===== config.mk =====
export PLATFORM = sky130hd
export DESIGN_NAME = row_hit_buffer
export DESIGN_NICKNAME = d
export VERILOG_FILES = /design/src/rtl/rhb_pkg.sv /design/src/rtl/rhb_rst_sync.sv /design/src/rtl/rhb_pass_ctrl.sv /design/src/rtl/rhb_hit_counter.sv /design/src/rtl/rhb_shift_chain.sv /design/src/rtl/rhb_read_mux.sv /design/src/rtl/row_hit_buffer.sv
export SDC_FILE = /design/constraint.sdc
export NUM_CORES = 1
export LEC_CHECK = 0
export BUFFER_PORTS_ARGS = -buffer_cell sky130_fd_sc_hd__clkbuf_2
export CAP_MARGIN = 0
export CORE_AREA = 5 5 142 144
export DETAILED_ROUTE_END_ITERATION = 16
export DIE_AREA = 0 0 147 149
export PLACE_DENSITY = 0.82
export SYNTH_ARGS = -nofsm -noshare
export SYNTH_HDL_FRONTEND = slang
export SYNTH_SLANG_ARGS = --single-unit

===== constraint.sdc =====
create_clock -name tok_clk -period 9.27 [get_ports tok_clk]
set_clock_uncertainty 0.05 [all_clocks]
set_input_delay 1.3905 -clock tok_clk [delete_from_list [all_inputs] [get_ports tok_clk]]
set_output_delay 1.3905 -clock tok_clk [all_outputs]
set_load 0.005 [all_outputs]

===== src/rtl/rhb_pkg.sv =====
package rhb_pkg;
  localparam int ADDR_W = 9;
  localparam int DATA_W = 3;

  typedef struct packed {
    logic [ADDR_W-1:0] addr;
    logic [DATA_W-1:0] data;
  } hit_word_t;

  typedef enum logic {
    PASS_OPEN   = 1'b0,
    PASS_CLOSED = 1'b1
  } pass_state_e;
endpackage


===== src/rtl/rhb_rst_sync.sv =====
module rhb_rst_sync #(
  parameter int STAGES = 2
) (
  input  logic clk,
  input  logic rst_n_in,
  output logic rst_n_out
);
  logic [STAGES-1:0] sync_q;
  logic [STAGES-1:0] sync_d;

  always_comb begin
    sync_d = {sync_q[STAGES-2:0], 1'b1};
  end

  always_ff @(posedge clk or negedge rst_n_in) begin
    if (!rst_n_in) sync_q <= '0;
    else           sync_q <= sync_d;
  end

  assign rst_n_out = sync_q[STAGES-1];
endmodule


===== src/rtl/rhb_pass_ctrl.sv =====
module rhb_pass_ctrl
  import rhb_pkg::*;
(
  input  logic clk,
  input  logic rst_n,
  input  logic clr,
  input  logic tok_ret,
  input  logic bus_vld,
  input  logic full,
  output logic pass_open,
  output logic accept,
  output logic drop
);
  pass_state_e state_q, state_d;

  always_comb begin
    state_d = state_q;
    if (clr)                                state_d = PASS_OPEN;
    else if (state_q == PASS_OPEN && tok_ret) state_d = PASS_CLOSED;
  end

  always_ff @(posedge clk or negedge rst_n) begin
    if (!rst_n) state_q <= PASS_OPEN;
    else        state_q <= state_d;
  end

  assign pass_open = (state_q == PASS_OPEN);
  assign accept    = pass_open && bus_vld && !full && !clr;
  assign drop      = pass_open && bus_vld &&  full && !clr;

  // token return closes the pass at the next edge
  a_r6_close: assert property (@(posedge clk) disable iff (!rst_n)
    (pass_open && tok_ret && !clr) |=> !pass_open);
  // clear reopens the pass
  a_r8_reopen: assert property (@(posedge clk) disable iff (!rst_n)
    clr |=> pass_open);
endmodule


===== src/rtl/rhb_hit_counter.sv =====
module rhb_hit_counter #(
  parameter int DEPTH = 18,
  localparam int CNT_W = $clog2(DEPTH + 1)
) (
  input  logic             clk,
  input  logic             rst_n,
  input  logic             clr,
  input  logic             accept,
  input  logic             drop,
  output logic [CNT_W-1:0] cnt,
  output logic             full,
  output logic             ovf
);
  logic [CNT_W-1:0] cnt_q, cnt_d;
  logic             ovf_q, ovf_d;
  logic             cnt_en;

  assign cnt_en = clr || accept;

  always_comb begin
    cnt_d = cnt_q;
    if (clr)         cnt_d = '0;
    else if (accept) cnt_d = cnt_q + CNT_W'(1);
  end

  always_comb begin
    ovf_d = ovf_q;
    if (clr)       ovf_d = 1'b0;
    else if (drop) ovf_d = 1'b1;
  end

  always_ff @(posedge clk or negedge rst_n) begin
    if (!rst_n)      cnt_q <= '0;
    else if (cnt_en) cnt_q <= cnt_d;
  end

  always_ff @(posedge clk or negedge rst_n) begin
    if (!rst_n) ovf_q <= 1'b0;
    else        ovf_q <= ovf_d;
  end

  assign cnt  = cnt_q;
  assign full = (cnt_q == CNT_W'(DEPTH));
  assign ovf  = ovf_q;

  // one step per captured word
  a_r5_count_step: assert property (@(posedge clk) disable iff (!rst_n)
    accept |=> cnt == $past(cnt) + CNT_W'(1));
  // bounded by the depth
  a_r5_count_bound: assert property (@(posedge clk) disable iff (!rst_n)
    cnt <= CNT_W'(DEPTH));
  // flag is sticky until clear
  a_r7_ovf_sticky: assert property (@(posedge clk) disable iff (!rst_n)
    (ovf && !clr) |=> ovf);
  // a dropped word leaves the count unchanged
  a_r7_drop_hold: assert property (@(posedge clk) disable iff (!rst_n)
    drop |=> (ovf && $stable(cnt)));
  // clear empties the counter
  a_r8_clear: assert property (@(posedge clk) disable iff (!rst_n)
    clr |=> (cnt == '0 && !ovf));
endmodule


===== src/rtl/rhb_shift_chain.sv =====
module rhb_shift_chain
  import rhb_pkg::*;
#(
  parameter int DEPTH = 18
) (
  input  logic                  clk,
  input  logic                  rst_n,
  input  logic                  clr,
  input  logic                  shift_en,
  input  hit_word_t             din,
  output hit_word_t [DEPTH-1:0] stage_o
);
  hit_word_t [DEPTH-1:0] stage_q;
  hit_word_t [DEPTH-1:0] stage_d;
  logic                  stage_en;

  assign stage_en = clr || shift_en;

  for (genvar k = 0; k < DEPTH; k++) begin : g_stage
    if (k == 0) begin : g_head
      always_comb begin
        if (clr) stage_d[k] = '0;
        else     stage_d[k] = din;
      end
    end else begin : g_body
      always_comb begin
        if (clr) stage_d[k] = '0;
        else     stage_d[k] = stage_q[k-1];
      end
      // every entry moves one index deeper on a capture
      a_r2_shift: assert property (@(posedge clk) disable iff (!rst_n)
        shift_en |=> stage_o[k] == $past(stage_o[k-1]));
    end

    always_ff @(posedge clk or negedge rst_n) begin
      if (!rst_n)        stage_q[k] <= '0;
      else if (stage_en) stage_q[k] <= stage_d[k];
    end

    // entries hold when nothing is captured
    a_r4_hold: assert property (@(posedge clk) disable iff (!rst_n)
      (!shift_en && !clr) |=> $stable(stage_o[k]));
  end

  assign stage_o = stage_q;

  // captured word lands at the front
  a_r2_head: assert property (@(posedge clk) disable iff (!rst_n)
    shift_en |=> stage_o[0] == $past(din));
endmodule


===== src/rtl/rhb_read_mux.sv =====
module rhb_read_mux
  import rhb_pkg::*;
#(
  parameter int DEPTH = 18,
  localparam int IDX_W = $clog2(DEPTH),
  localparam int CNT_W = $clog2(DEPTH + 1)
) (
  input  hit_word_t [DEPTH-1:0] stage_i,
  input  logic [CNT_W-1:0]      cnt,
  input  logic [IDX_W-1:0]      idx,
  output hit_word_t             word_o,
  output logic                  hit_o
);
  always_comb begin
    word_o = '0;
    for (int k = 0; k < DEPTH; k++) begin
      if (int'(idx) == k) word_o = stage_i[k];
    end
  end

  assign hit_o = (int'(idx) < int'(cnt));

  // an index past the depth never reports a hit
  always_comb begin
    if (int'(idx) >= DEPTH) a_r9_oob: assert (!hit_o && word_o == '0);
  end
endmodule


===== src/rtl/row_hit_buffer.sv =====
module row_hit_buffer
  import rhb_pkg::*;
#(
  parameter int DEPTH = 18,
  localparam int IDX_W = $clog2(DEPTH),
  localparam int CNT_W = $clog2(DEPTH + 1)
) (
  input  logic              tok_clk,
  input  logic              rst_n,
  input  logic              bus_vld,
  input  logic [ADDR_W-1:0] bus_addr,
  input  logic [DATA_W-1:0] bus_data,
  input  logic              tok_ret,
  input  logic              clr,
  input  logic [IDX_W-1:0]  rd_idx,
  output logic [ADDR_W-1:0] rd_addr,
  output logic [DATA_W-1:0] rd_data,
  output logic              rd_hit,
  output logic [CNT_W-1:0]  hit_cnt,
  output logic              ovf,
  output logic              tok_seen
);
  logic                  rst_n_s;
  logic                  pass_open;
  logic                  accept;
  logic                  drop;
  logic                  full;
  hit_word_t             bus_word;
  hit_word_t             rd_word;
  hit_word_t [DEPTH-1:0] stages;

  assign bus_word.addr = bus_addr;
  assign bus_word.data = bus_data;

  rhb_rst_sync #(.STAGES(2)) i_rst_sync (
    .clk       (tok_clk),
    .rst_n_in  (rst_n),
    .rst_n_out (rst_n_s)
  );

  rhb_pass_ctrl i_pass_ctrl (
    .clk       (tok_clk),
    .rst_n     (rst_n_s),
    .clr       (clr),
    .tok_ret   (tok_ret),
    .bus_vld   (bus_vld),
    .full      (full),
    .pass_open (pass_open),
    .accept    (accept),
    .drop      (drop)
  );

  rhb_hit_counter #(.DEPTH(DEPTH)) i_counter (
    .clk    (tok_clk),
    .rst_n  (rst_n_s),
    .clr    (clr),
    .accept (accept),
    .drop   (drop),
    .cnt    (hit_cnt),
    .full   (full),
    .ovf    (ovf)
  );

  rhb_shift_chain #(.DEPTH(DEPTH)) i_chain (
    .clk      (tok_clk),
    .rst_n    (rst_n_s),
    .clr      (clr),
    .shift_en (accept),
    .din      (bus_word),
    .stage_o  (stages)
  );

  rhb_read_mux #(.DEPTH(DEPTH)) i_read (
    .stage_i (stages),
    .cnt     (hit_cnt),
    .idx     (rd_idx),
    .word_o  (rd_word),
    .hit_o   (rd_hit)
  );

  assign rd_addr  = rd_word.addr;
  assign rd_data  = rd_word.data;
  assign tok_seen = !pass_open;

  // a closed pass keeps its count until clear
  a_r6_frozen: assert property (@(posedge tok_clk) disable iff (!rst_n_s)
    (tok_seen && !clr) |=> $stable(hit_cnt));
  // idle bus leaves the count alone
  a_r4_idle_cnt: assert property (@(posedge tok_clk) disable iff (!rst_n_s)
    (!bus_vld && !clr) |=> $stable(hit_cnt));
endmodule


Word-level counts from Yosys, hierarchy flattened
Index checks and enable logic that the tools add are counted.
W data, S select, Z words.

operators by class
  $add $sub $neg = 1
  multipliers = 0
  div/mod/pow operators = 0
  $lt $le $gt $ge = 1
  equal/unequal tests = 18
  shifts and indexed selects = 0
  muxes and demuxes = 42
  bitwise logic cells = 1
  reductions and logical operators = 14

operator list
  operator               count
  $mux W12               36
  $eq A5 B5 Y1 const B   11
  $eq A5 B4 Y1 const B   4
  $eq A5 B3 Y1 const B   2
  $mux W5                2
  $logic_and A1 B1 Y1    6
  $reduce_bool A2 Y1     3
  $add A5 B1 Y5 const B  1
  $eq A5 B2 Y1 const B   1
  $logic_not A5 Y1       1
  $lt A5 B5 Y1           1
  $mux W1                4
  $logic_not A1 Y1       2
  $reduce_and A2 Y1      1
  $logic_or A1 B1 Y1     1
  $not A1 Y1             1

storage, ports and cells
  register bits = 225
  latch bits = 0
  RAM bits = 0
  bits in read-only memories = 0
  input port bits = 22
  logic and storage cells = 117
  memories kept = 0

Longest topological paths before layout
Gate-level depths: netlist of run 1.

  depth after elaboration = 19
  mapped depth = 9

Cells and area by module
Synthesis of run 1 repeated with hierarchy kept, for this count alone.

unflattened totals
  cells, all modules = 1112
  area, all modules = 11591.1 sq um

modules (own cells, without submodules)
  module           instances  cells each  area an instance (sq um)  sequential area each (sq um)
  rhb_shift_chain  1          696         8713.4                    5405.2
  rhb_read_mux     1          379         2444.8                    0.0
  rhb_hit_counter  1          28          309.0                     150.1
  rhb_pass_ctrl    1          5           66.3                      25.0
  rhb_rst_sync     1          3           53.8                      50.0
  row_hit_buffer   1          1           3.8                       0.0

Worst setup path before layout of run 1
Ideal clock, no wire load.

  path kind = in2out
  start = in rd_idx[2]
  end = out rd_addr[1]
  arrival time = 2.727 ns
  data required time = 7.829 ns
  setup slack = 5.102 ns
  cell stages on the path = 8
  cell sequence = buf_4 buf_4 nor2b_1 nand2_1 o22a_1 a311oi_1 o21ai_1 o2bb2ai_1

on the way
  word-level cells in the longest chain between the ends = 19

ends and longest elaborated chain
  item                     RTL line              RTL
  from (decl)              row_hit_buffer.sv:15  input logic [IDX_W-1:0] rd_idx,
  $logic_not A5 Y1         rhb_read_mux.sv:17    if (int'(idx) == k) word_o = stage_i[k];
  $mux W12 (17 in series)  rhb_read_mux.sv:17
  $mux W12 (*)             rhb_read_mux.sv:17
  to (decl)                row_hit_buffer.sv:16  output logic [ADDR_W-1:0] rd_addr,

Mark *: on every way between the ends. The rest lies on a longest branch, timed or not.

Worst setup path after layout of run 1
  start = in rd_idx[0]
  end = out rd_addr[6]

Same word-level chain as after synthesis.

==> results.yml, run 1 <==
outcome:
  run_status: "complete, no violations"
floorplanning:
  fp.dieW_um: 147
  die_y_um: 149
  initial_core_util: 0.611
  design.die.area_mm2: 0.0219
  pin_count: 42
  fp-row-count: 50
  core_outline_area_mm2: 0.0186
clock_network:
  clock-root-buffer: "sky130_fd_sc_hd__clkbuf_16"
  clk_pin_slew_ns: 0.06
  clock_insertion_delay_worst_skew_ns: 0.51
  ctsHtreeMaxLevel: 1
  cts_tree: "yes"
  clock_sink_count: 225
  clock_path_buffers: 3
  post_cts_hold_buffer_count: 0
  ctsResizeCount: 0
  cts_buffers: 24
  cts_setup_buffers: 0
final_layout:
  synthToLayoutAreaGrowth_pct: 8.27
  diodes: 0
  final_net_count: 1382
  filler_cell_count: 1507
  fin_util: 0.662
  final_layout_size_suffix_gt1_frac: 0.0729
yosys:
  postSynth.topFlopCell: "sky130_fd_sc_hd__dfrtp_1"
  yosysWarnings: 0
  synthesized_area_mm2: 0.0114
  synth-adder-area-share: 0.00661
  synth_cell_type_count: 60
  combinational_family_with_the_most_area_after_synthesis: "simple AND/OR/NAND/NOR gates"
  synth-compound-area-share: 0.208
  yosys.area.top_type_share: 0.496
  yosys.area_share.simple: 0.214
  xor_xnor_fraction_of_synth_area: 0.00308
  yosys-mux-area-fraction: 0.0252
  ys_ff_latch: 225
  synth_edf_count: 0
  async_reset_ff_frac: 1.00
  yosysTopAreaCell: "sky130_fd_sc_hd__dfrtp_1"
  synth.top_cells.by_area: "sky130_fd_sc_hd__dfrtp_1 (50%), sky130_fd_sc_hd__nand2_1 (16%), sky130_fd_sc_hd__a21oi_1 (11%)"
  yosysSeqAreaShare: 0.496
  cells_after_synthesis: 1383
  post_synth.cell_area_avg_um2: 8.21
  synth.net_count: 1411
timing:
  grt_setup_unrepaired: "no"
  final.setup.tns_ns: 0
  max_freq_mhz: 163
  max_slew.worst_pin.slew_ns: 1.14
  hold_viol_final: 0
  holdWs_ns: 0.158
  report.final.setup_viol: 0
  fin_crit_sh: 0.661
  slew_violations: 0
  slew-limit-headroom: 0.243
  post-route-min-period_ns: 6.12
route:
  dr.first_iter.drc_count: 1279
  vias_per_cell: 6.29
  drt_drc_violations_left: 0
  totalWireLength_mm: 31.1
  wl_per_cell_um: 19.4
  drt_first_pass_iters: 8
  final_antenna_net_count: 0
  vias: 10093
placement:
  dpl.hpwl_mm: 19.9
  port_buffers: 41
  gp_congestion: 0.988
global_routing:
  initial_antenna_violation_count: 0
  global_route.usage.total: 0.284
  total_congestion_overflow_after_global_routing: 0
  maximum_number_of_pins_on_one_net_before_global_route_repair: 222
  grt_first_pass_wirelength_mm: 50.9
  grt_pass1_vias: 9512
run:
  timing.max_cap.violations: 0
critical_path:
  worstSetupEndpointType: "output pin"
  worst_ep_required_time_ns: 7.83
  crit_path_class: "input port to output pin"
  timing.critical_path.from_type: "input port"
  critPathArrivalTime_ns: 4.68
  setup.reg_to_reg.worst_slack_ns: 6.68
  critical_path_peak_fanout: 58
pwr:
  power_leakage_nw: 5.04
  vdd.ir_drop.worst_mv: 0.145
  p_per_area_mw_per_mm2: 174
  finalPower_mw: 2.14
worst_hold_path:
  worstHoldPathType: "flip-flop to async pin"
-- state kept, by name, indices dropped and copies added, names as in the netlist --
name                 cells
i_rst_sync.sync_q        2
i_chain.stage_o        216
i_counter.cnt            5
i_pass_ctrl.state_q      1
i_counter.ovf            1
-- cells by family (layout without fill, tap and decap cells) --
| logic type | count (synthesis) | after routing |
|---|---|---|
| muxes | 28 | 28 |
| AOI/OAI and AO/OA | 405 | 405 |
| adders and majority gates | 6 | 6 |
| xor gates and xnor gates | 4 | 4 |
| and+or+nand+nor | 595 | 595 |
| DFF | 225 | 225 |
| other | 1 | 1 |
| buffers and inverters | 119 | 107 |
-- worst paths after layout --
check | start | to | cells past startpoint
worst max-delay path | rd_idx[0] | rd_addr[6] | 8
worst min-delay path | i_rst_sync.sync_q[1] | i_chain.stage_o[97] | 0
worst max register to register | i_counter.cnt[0] | i_chain.stage_o[131] | 8
worst min register to register | i_rst_sync.sync_q[1] | i_chain.stage_o[97] | 0
max in group asynchronous | i_rst_sync.sync_q[1] | i_counter.cnt[0] | 2
min in group tok_clk | i_rst_sync.sync_q[0] | i_rst_sync.sync_q[1] | 0
-- area by class of cell --
cell class	instances	area (um2)	share of cell area
multi-input combinational	1039	5210	0.423
sequential	225	5630	0.458
timing repair buffer	51	314	0.0255
clock inverter	6	80.1	0.00651
inverter	13	48.8	0.00397
clock buffer	37	721	0.0586
tap	234	293	0.0238
-- report_power, final --
part | switching (mW) | internal, mW
clock network | 0.378 | 0.588
logic | 0.138 | 0.0409
registers | 0.00944 | 0.989
-- routing by layer --
| metal | global-route usage | up-vias | part of all wire |
|---|---|---|---|
| met4 | 0.133 | 0 | 0.049 |
| met2 | 0.427 | 551 | 0.45 |
| met1 | 0.397 | 4766 | 0.41 |
| met3 | 0.0602 | 117 | 0.095 |
| li1 | - | 4659 | - |
| met5 | 0 | - | 0 |
-- Yosys cell counts (all sizes together) (7+ instances only) --
library cell and n:
nor3 11, mux2i 23, nor3b 7, clkbuf 55, inv 12, buf 51
a221oi 7, o21ai 44, nor2b 11, a32oi 10, nor2 40, a211oi 7
o2bb2ai 9, nand2b 8, dfrtp 225, a21oi 247, nand2 477, o22ai 19
o21a 10, nand3 13
-- stage by stage --
step	instance area [um2]	instances	setup slack [ns]
3_5_place_dp	11500	1562	3.45
2_1_floorplan	11400	1383	2.49
6_report	12300	1605	3.15
5_1_grt	12300	1605	3.12
3_3_place_gp	11500	1562	3.52
4_1_cts	12300	1605	3.44
-- critical path, cell delays in order --
cell and delay, ns:
sky130_fd_sc_hd__buf_4 0.58, sky130_fd_sc_hd__nand2b_1 0.35, sky130_fd_sc_hd__nor2_1 0.76, sky130_fd_sc_hd__o2bb2ai_1 0.21, sky130_fd_sc_hd__a221oi_1 0.14, sky130_fd_sc_hd__a2111oi_0 0.86, sky130_fd_sc_hd__or3_1 0.23, sky130_fd_sc_hd__clkbuf_2 0.11
-- placed cells by master (no fill, tap or decap), types with 7 or more instances in the layout --
master	instances
sky130_fd_sc_hd__buf_4	9
sky130_fd_sc_hd__o2bb2ai_1	9
sky130_fd_sc_hd__o22ai_1	19
sky130_fd_sc_hd__nor2b_1	11
sky130_fd_sc_hd__dfrtp_1	224
sky130_fd_sc_hd__nor3_1	9
sky130_fd_sc_hd__nand3_1	13
sky130_fd_sc_hd__nand2_1	477
sky130_fd_sc_hd__a211oi_1	7
sky130_fd_sc_hd__clkbuf_16	25
sky130_fd_sc_hd__o21ai_0	43
sky130_fd_sc_hd__inv_1	12
sky130_fd_sc_hd__a32oi_1	10
sky130_fd_sc_hd__clkbuf_1	7
sky130_fd_sc_hd__a21oi_1	247
sky130_fd_sc_hd__mux2i_1	23
sky130_fd_sc_hd__clkbuf_2	39
sky130_fd_sc_hd__o21a_1	10
sky130_fd_sc_hd__nand2b_1	8
sky130_fd_sc_hd__nor2_1	40
No activity file was read; power rests on OpenSTA's default activity.
==> run 2: changes to the inputs <==
- clock period: 9.27 -> 5.7 ns (I/O delays scaled with it)
==> run 2 against run 1 <==
  * Sequential power increased by 63%
  * Wire length increased by 2.4%
  * Clock-buffer cell count decreased by 4
  * Worst hold slack got worse by 0.095 ns
  * Flip-flop and latch count unchanged
  * Power increased by 57%
  * Sequential share of layout area increased by 0.24 points
  * Critical path depth increased by 1
  * Critical path type unchanged
  * Largest cell class unchanged
  * Largest power group unchanged
==> results.yml, run 2 (synthesized netlist as in run 1, its figures left out) <==
critical_path:
  worstSetupEndpointType: "output pin"
  worst_ep_required_time_ns: 4.80
  critical_path_peak_fanout: 62
  critPathArrivalTime_ns: 3.66
  timing.critical_path.from_type: "input port"
  crit_path_class: "input port to output pin"
global_routing:
  grt_pass1_vias: 9563
  maximum_number_of_pins_on_one_net_before_global_route_repair: 222
  initial_antenna_violation_count: 0
  grt_first_pass_wirelength_mm: 51.3
  total_congestion_overflow_after_global_routing: 0
  global_route.usage.total: 0.288
route:
  totalWireLength_mm: 31.9
  drt_drc_violations_left: 0
  vias: 10213
  final_antenna_net_count: 0
  wl_per_cell_um: 19.9
  drt_first_pass_iters: 5
  dr.first_iter.drc_count: 1214
  vias_per_cell: 6.38
timing:
  grt_setup_unrepaired: "no"
  max_freq_mhz: 219
  fin_crit_sh: 0.800
  max_slew.worst_pin.slew_ns: 1.07
  slew-limit-headroom: 0.284
  report.final.setup_viol: 0
  slew_violations: 0
  post-route-min-period_ns: 4.56
  hold_viol_final: 0
  final.setup.tns_ns: 0
pwr:
  vdd.ir_drop.worst_mv: 0.243
  finalPower_mw: 3.37
  power_leakage_nw: 5.01
  p_per_area_mw_per_mm2: 275
floorplanning:
  core_outline_area_mm2: 0.0186
  fp.dieW_um: 147
  pin_count: 42
  fp-row-count: 50
  die_y_um: 149
  initial_core_util: 0.611
  design.die.area_mm2: 0.0219
clock_network:
  clock_insertion_delay_worst_skew_ns: 0.52
  clock-root-buffer: "sky130_fd_sc_hd__clkbuf_16"
  ctsResizeCount: 0
  clk_pin_slew_ns: 0.05
  clock_path_buffers: 3
  cts_tree: "yes"
  cts_buffers: 23
  post_cts_hold_buffer_count: 0
  clock_sink_count: 225
  ctsHtreeMaxLevel: 1
  cts_setup_buffers: 0
final_layout:
  largest_reg_flops: 216
  final_cell_mix: "sky130_fd_sc_hd__nand2_1 (477), sky130_fd_sc_hd__a21oi_1 (247), sky130_fd_sc_hd__dfrtp_1 (224)"
  final_common_cell: "sky130_fd_sc_hd__nand2_1"
  synthToLayoutAreaGrowth_pct: 7.71
  filler_cell_count: 1560
  final_net_count: 1384
  diodes: 0
  final_layout_size_suffix_gt1_frac: 0.0716
placement:
  dpl.hpwl_mm: 20.5
  port_buffers: 41
  gp_congestion: 1.04
run:
  timing.max_cap.violations: 0
outcome:
  run_status: "complete, no violations"
worst_hold_path:
  worstHoldPathType: "input port to async pin"
[run 2: cell type report]
class                   count  area [um2]  area share
clock buffers              33         653      0.0534
well taps                 234         293      0.0239
repair buffers             54         349      0.0285
inverters                  13        48.8     0.00399
flip-flops and latches    225        5630       0.461
clock inverters             4        48.8     0.00399
multi-input cells        1039        5210       0.426
[run 2: worst max-delay path, stage by stage]
cell                        delay, ns
sky130_fd_sc_hd__buf_4           0.61
sky130_fd_sc_hd__nand2b_1        0.36
sky130_fd_sc_hd__nor2_1          0.17
sky130_fd_sc_hd__buf_4           0.21
sky130_fd_sc_hd__o2bb2ai_1       0.15
sky130_fd_sc_hd__a221oi_1        0.13
sky130_fd_sc_hd__a2111oi_0       0.82
sky130_fd_sc_hd__or3_1           0.23
sky130_fd_sc_hd__clkbuf_2        0.11
[run 2: final timing paths]
path / start / endpoint / slack (ns) / cells past startpoint
setup / recovery: rd_idx[0] / rd_addr[6] / 1.14 / 9
hold / removal: rst_n / i_rst_sync.sync_q[0] / 0.06 / 1
setup reg to reg: i_counter.cnt[0] / i_chain.stage_o[10] / 3.20 / 8
hold reg to reg: i_rst_sync.sync_q[0] / i_rst_sync.sync_q[1] / 0.30 / 0
max in group asynchronous: i_rst_sync.sync_q[1] / i_chain.stage_o[130] / 3.96 / 1
min in group tok_clk: i_rst_sync.sync_q[0] / i_rst_sync.sync_q[1] / 0.30 / 0
[run 2: metal layers]
layer	GRT usage	wire, um	vias to the layer above
li1	-	-	4655
met1	0.412	13100	4916
met2	0.433	14500	537
met3	0.0553	2880	105
met4	0.127	1450	0
met5	0	0	-
[run 2: stage by stage]
step / utilization / area (um2) / std cells / worst slack [ns] / hold slack [ns]
3_5_place_dp: 0.621 / 11500 / 1565 / 1.29 / 0.290
4_1_cts: 0.658 / 12200 / 1602 / 1.29 / 0.0539
3_3_place_gp: 0.621 / 11500 / 1565 / 1.43 / 0.284
5_1_grt: 0.658 / 12200 / 1602 / 0.986 / 0.0519
2_1_floorplan: - / 11400 / 1383 / 1.95 / 0.281
6_report: 0.658 / 12200 / 1602 / 1.14 / 0.0633
[run 2: power breakdown]
part	leakage (nW)	switching [mW]	total, mW	internal (mW)
sequential	3.13	0.0223	1.63	1.61
combinational	1.53	0.220	0.289	0.0688
clock	0.346	0.616	1.45	0.834
